==> src/rtl/pmul_pkg.sv <==
package pmul_pkg;
  typedef enum logic [1:0] {
    MODE_LO   = 2'b00,
    MODE_HI_S = 2'b01,
    MODE_HI_U = 2'b10,
    MODE_MADD = 2'b11
  } pmul_mode_e;
endpackage

==> src/rtl/pmul_lane.sv <==
module pmul_lane #(
  parameter int W = 16
) (
  input  logic                 clk,
  input  logic                 rst_n,
  input  logic                 en,
  input  pmul_pkg::pmul_mode_e mode,
  input  logic [W-1:0]         a,
  input  logic [W-1:0]         b,
  output logic [2*W-1:0]       prod_q
);
  localparam int PW = 2*W;

  // Extend each operand by one bit (zero or sign), multiply signed, keep 2W bits.
  function automatic logic [PW-1:0] lane_product(input logic [W-1:0] x,
                                                 input logic [W-1:0] y,
                                                 input logic         as_unsigned);
    logic signed [W:0]    ex;
    logic signed [W:0]    ey;
    logic signed [PW+1:0] full;
    ex   = $signed({~as_unsigned & x[W-1], x});
    ey   = $signed({~as_unsigned & y[W-1], y});
    full = ex * ey;
    return full[PW-1:0];
  endfunction

  logic [PW-1:0] prod_d;
  assign prod_d = lane_product(a, b, mode == pmul_pkg::MODE_HI_U);

  always_ff @(posedge clk) begin
    if (!rst_n)  prod_q <= '0;
    else if (en) prod_q <= prod_d;
  end
endmodule

==> src/rtl/pmul_combine.sv <==
module pmul_combine #(
  parameter int W     = 16,
  parameter int LANES = 4
) (
  input  logic                             clk,
  input  logic                             rst_n,
  input  logic                             s1_valid,
  input  pmul_pkg::pmul_mode_e             s1_mode,
  input  logic [LANES-1:0][2*W-1:0]        prods,
  output logic                             out_valid,
  output logic [LANES*W-1:0]               result
);
  localparam int PW    = 2*W;
  localparam int PAIRS = LANES/2;

  function automatic logic [PW-1:0] pair_sum(input logic [PW-1:0] p0,
                                             input logic [PW-1:0] p1);
    return p0 + p1;  // wraps modulo 2^PW
  endfunction

  logic [LANES*W-1:0] lo_word;
  logic [LANES*W-1:0] hi_word;
  logic [LANES*W-1:0] madd_word;
  logic [LANES*W-1:0] sel_word;

  for (genvar i = 0; i < LANES; i++) begin : g_half
    assign lo_word[i*W +: W] = prods[i][W-1:0];
    assign hi_word[i*W +: W] = prods[i][PW-1:W];
  end

  for (genvar p = 0; p < PAIRS; p++) begin : g_pair
    assign madd_word[p*PW +: PW] = pair_sum(prods[2*p], prods[2*p+1]);
  end

  always_comb begin
    unique case (s1_mode)
      pmul_pkg::MODE_LO:   sel_word = lo_word;
      pmul_pkg::MODE_MADD: sel_word = madd_word;
      default:             sel_word = hi_word;
    endcase
  end

  always_ff @(posedge clk) begin
    if (!rst_n) begin
      out_valid <= 1'b0;
      result    <= '0;
    end else begin
      out_valid <= s1_valid;
      if (s1_valid) result <= sel_word;
    end
  end
endmodule

==> src/rtl/pmul16x4.sv <==
module pmul16x4 #(
  parameter int LANE_W = 16,
  parameter int LANES  = 4
) (
  input  logic                    clk,
  input  logic                    rst_n,
  input  logic                    in_valid,
  input  logic [1:0]              mode,
  input  logic [LANES*LANE_W-1:0] op_a,
  input  logic [LANES*LANE_W-1:0] op_b,
  output logic                    out_valid,
  output logic [LANES*LANE_W-1:0] result
);
  localparam int PW = 2*LANE_W;

  pmul_pkg::pmul_mode_e      in_mode;
  pmul_pkg::pmul_mode_e      s1_mode;
  logic                      s1_valid;
  logic [LANES-1:0][PW-1:0]  s1_prods;

  assign in_mode = pmul_pkg::pmul_mode_e'(mode);

  always_ff @(posedge clk) begin
    if (!rst_n) begin
      s1_valid <= 1'b0;
      s1_mode  <= pmul_pkg::MODE_LO;
    end else begin
      s1_valid <= in_valid;
      if (in_valid) s1_mode <= in_mode;
    end
  end

  for (genvar i = 0; i < LANES; i++) begin : g_lane
    pmul_lane #(.W(LANE_W)) u_lane (
      .clk    (clk),
      .rst_n  (rst_n),
      .en     (in_valid),
      .mode   (in_mode),
      .a      (op_a[i*LANE_W +: LANE_W]),
      .b      (op_b[i*LANE_W +: LANE_W]),
      .prod_q (s1_prods[i])
    );
  end

  pmul_combine #(.W(LANE_W), .LANES(LANES)) u_combine (
    .clk       (clk),
    .rst_n     (rst_n),
    .s1_valid  (s1_valid),
    .s1_mode   (s1_mode),
    .prods     (s1_prods),
    .out_valid (out_valid),
    .result    (result)
  );
endmodule

==> config.mk <==
export PLATFORM = sky130hd
export DESIGN_NAME = pmul16x4
export DESIGN_NICKNAME = d
export VERILOG_FILES = /design/src/rtl/pmul_pkg.sv /design/src/rtl/pmul_lane.sv /design/src/rtl/pmul_combine.sv /design/src/rtl/pmul16x4.sv
export SDC_FILE = /design/constraint.sdc
export NUM_CORES = 2
export LEC_CHECK = 0
export BUFFER_PORTS_ARGS = -buffer_cell sky130_fd_sc_hd__buf_4
export CAP_MARGIN = 10
export CORE_MARGIN = 4
export CORE_UTILIZATION = 48
export CTS_CLUSTER_DIAMETER = 40
export DETAILED_ROUTE_END_ITERATION = 10
export GPL_TIMING_DRIVEN = 0
export MAX_ROUTING_LAYER = met4
export PLACE_DENSITY = 0.65
export SLEW_MARGIN = 20
export SYNTH_ARGS = -nofsm -noshare
export SYNTH_HDL_FRONTEND = slang
export SYNTH_SLANG_ARGS = --single-unit
==> constraint.sdc <==
create_clock -name clk -period 8.7 [get_ports clk]
set_input_delay 0.87 -clock clk [delete_from_list [all_inputs] [get_ports clk]]
set_output_delay 0.87 -clock clk [all_outputs]
set_load 0.03 [all_outputs]
==> summary.txt <==
Clock network
  – Clk pin slew, worst setup/hold paths: ~0.080 ns
  – CTS tree: yes
  – Total CTS buffers: 17
  – Clock Sinks: between 150 and 200
  – Postcts setup bufs: 0
  – Hold Buf Count CTS: 0
  – Clk_lat worst skew: 0.48 ns
  – Root Buffer: clkbuf_16
  – Max Root-Sink Buffers: 2
  – CTS H-tree lvls: 4

Floorplan
  – IO Pins: ~200
  – Full die area: between 100000 and 150000 um2
  – Row Count: around 120
  – Width of the die: roughly 340 um
  – Die height: around 340 um
  – Initial core utilization: a little under 50%
  – Core area: ~110000 um2

Synthesis
  – Synth top area share: a little over two fifths
  – FFs w/ async S/R, synth: 0%
  – Post-synth top cells: inv_1, fa_1, nand2_1, and2_1, ha_1
  – Post-synth EDFFs: 0
  – Cell count after synthesis: approximately 6.0k
  – Ys flop type: dfxtp_1
  – #FFs+latches synth: just under 200
  – Count leader, synth: inv_1
  – Mapped Nets: 7686
  – Synth area leaders: fa_1, inv_1, ha_1
  – Seq/Total Area, Yosys: under 10%
  – Yosys top cell by area: fa_1
  – Post-synthesis cell type count: 72
  – Mapped Area: between 50000 and 60000 um2
  – YS warnings: 0
  – Mean Syn Cell Area: just under 9 um2

GRT
  – Grt total ovfl: 0
  – Initial antenna violation count: 6
  – GRT Total Usage: 30.1%
  – Vias in the first global route: ~44k
  – Pin count of the biggest net entering global routing: 20
  – First-pass GRT wire length: 259000 um

Critical path
  – Top cell by count, worst path: fa_1
  – Crit Path Class: in -> reg
  – CP max stage cell: fa_1
  – CP arrival: ~8.7 ns
  – CP Buf/Inv Count: 6
  – Worst endpoint required time: between 9 and 10 ns
  – CP endpoint kind: register
  – Critical path's top delay family: adder cells
  – Critical Path Fanout Max: 10
  – Slowest stage delay, CP: 0.51 ns
  – CP startpoint kind: primary input

Timing
  – Endpoints failing setup: 0
  – Highest Clock Rate: around 0.12 GHz
  – Setup TNS: 0 ns
  – Final Critical Period: about 8.3 ns
  – Worst Hold Slack: just under 0.5 ns
  – Final Hold Vio Count: 0
  – Slew @ Worst Pin: about 1.2 ns
  – RSZ-0062 raised after global routing: no
  – Final max-slew violation count: 0
  – Worst clock skew: 0.0232 ns
  – Tcrit/Tclk final: between 90% and 100%
  – Slew HR: 21.8%

Layout
  – Fin nets: around 7.9k
  – Final core utilization: slightly above 50%
  – Post-Layout Inst Area: between 50000 and 60000 um2
  – P&R area growth vs syn: 7.25%
  – Share of cells above drive strength 1: between 4 and 5%

Detailed routing
  – Via/cell ratio: approximately 5.5
  – Via count: 42.1k
  – TritonRoute pass-1 iters: 6
  – DRC viols: 0
  – Final antenna-violating net count: 0
  – Drt wl/cell: around 22 um
  – Iteration-0 DRC Markers: around 3.3k
  – Final wirelength: around 170000 um

Run
  – Max_cap viols: 0

Placed design
  – Hpwl dp: around 140000 um
  – I/O Buffers: ~180
  – RD Place Congestion: 0.963
  – Placed Instance Area: 55900 um2

Min path
  – HP Class: reg -> reg

Status
  – Status: finished clean
[what timing repair did]
action	4_1_cts	5_1_grt
endpoints found under the setup margin	5	1
gates resized for setup	3	2
pin swaps	0	0
[cell usage in the layout, fill, tap and decap left out, types with 10 or more instances in the layout]
cell type / netlist / layout
o21ai_0: 172 / 172
dfxtp_1: 196 / 196
and3_1: 52 / 52
o21a_1: 27 / 27
buf_1: 10 / 10
buf_4: 0 / 182
or2_2: 26 / 26
a22oi_1: 20 / 20
xor2_1: 56 / 56
ha_1: 392 / 392
o21bai_1: 14 / 14
clkbuf_1: 237 / 230
a21oi_1: 187 / 187
nand2b_1: 15 / 14
a211oi_1: 38 / 38
xnor2_1: 116 / 115
a221oi_1: 17 / 17
and2_1: 495 / 495
or3_1: 36 / 36
nor2b_1: 32 / 32
nand3_1: 56 / 56
nand4_1: 10 / 10
nor2_1: 235 / 235
clkbuf_16: 0 / 17
inv_1: 1312 / 1312
a21o_1: 79 / 79
a31oi_1: 25 / 25
fa_1: 1130 / 1130
o211ai_1: 26 / 26
nand2_1: 756 / 756
nor3_1: 45 / 45
mux2i_1: 75 / 75
nor3b_1: 11 / 11
[cells by family (layout without fill, tap and decap cells)]
group | after synthesis | count (layout) | share of synthesized area [%]
and+or+nand+nor | 1797 | 1797 | 16.5
buffers and inverters | 1560 | 1773 | 11.1
adders and majority gates | 1522 | 1522 | 52.1
AOI/OAI and AO/OA | 707 | 707 | 8.57
DFF | 196 | 196 | 7.43
xor gates and xnor gates | 172 | 172 | 2.85
muxes | 77 | 77 | 1.46
other | 0 | 7 | 0
[worst register-to-register path, cell delays in order, from the launching register on]
cell and delay, ns:
dfxtp_1 0.57, ha_1 0.37, o21a_1 0.21, o211a_1 0.23
a2111oi_2 0.42, o22ai_1 0.34, a211oi_1 0.46, a21oi_1 0.15
xor2_1 0.17, a221oi_1 0.40, nor3_1 0.11
[metal layers]
metal | track usage (%) | vias to the layer above | part of all wire [%]
li1 | - | 18783 | -
met1 | 41.7 | 21596 | 44
met2 | 45.6 | 1468 | 45
met3 | 5.26 | 280 | 7.7
met4 | 8.80 | 0 | 3.5
met5 | - | - | 0
[state kept, by name, indices dropped and copies added, names as in the netlist]
signal / cells
u_combine.out_valid: 1
s1_mode: 2
u_combine.result: 64
g_lane.u_lane.prod_q: 128
s1_valid: 1
[final timing paths]
path                                 endpoint  depth (start not counted)  slack (ns)                         from
hold reg to reg   g_lane[3].u_lane.prod_q[30]                          2        0.49  g_lane[3].u_lane.prod_q[30]
hold / removal    g_lane[3].u_lane.prod_q[30]                          2        0.49  g_lane[3].u_lane.prod_q[30]
setup reg to reg         u_combine.result[25]                         10        5.09   g_lane[1].u_lane.prod_q[4]
setup / recovery  g_lane[0].u_lane.prod_q[29]                         25        0.35                      mode[0]
[through the flow]
step,worst slack [ns],instances
2_1_floorplan,1.63,6031
3_3_place_gp,-2.15,7626
3_5_place_dp,-1.09,7626
4_1_cts,0.132,7658
5_1_grt,0.0165,7664
6_report,0.352,7665
[area by class of cell]
cell class,count,area (um2)
sequential,196,3920
buffer,247,941
inverter,1313,4930
fill,10366,52400
timing repair buffer,181,1360
antenna,7,17.5
tap,1414,1770
clock inverter,15,234
clock buffer,17,425
multi-input combinational,4275,43000
Power is not shown: default switching activity piles up to over one toggle a cycle in this logic, so the estimate is an artifact.
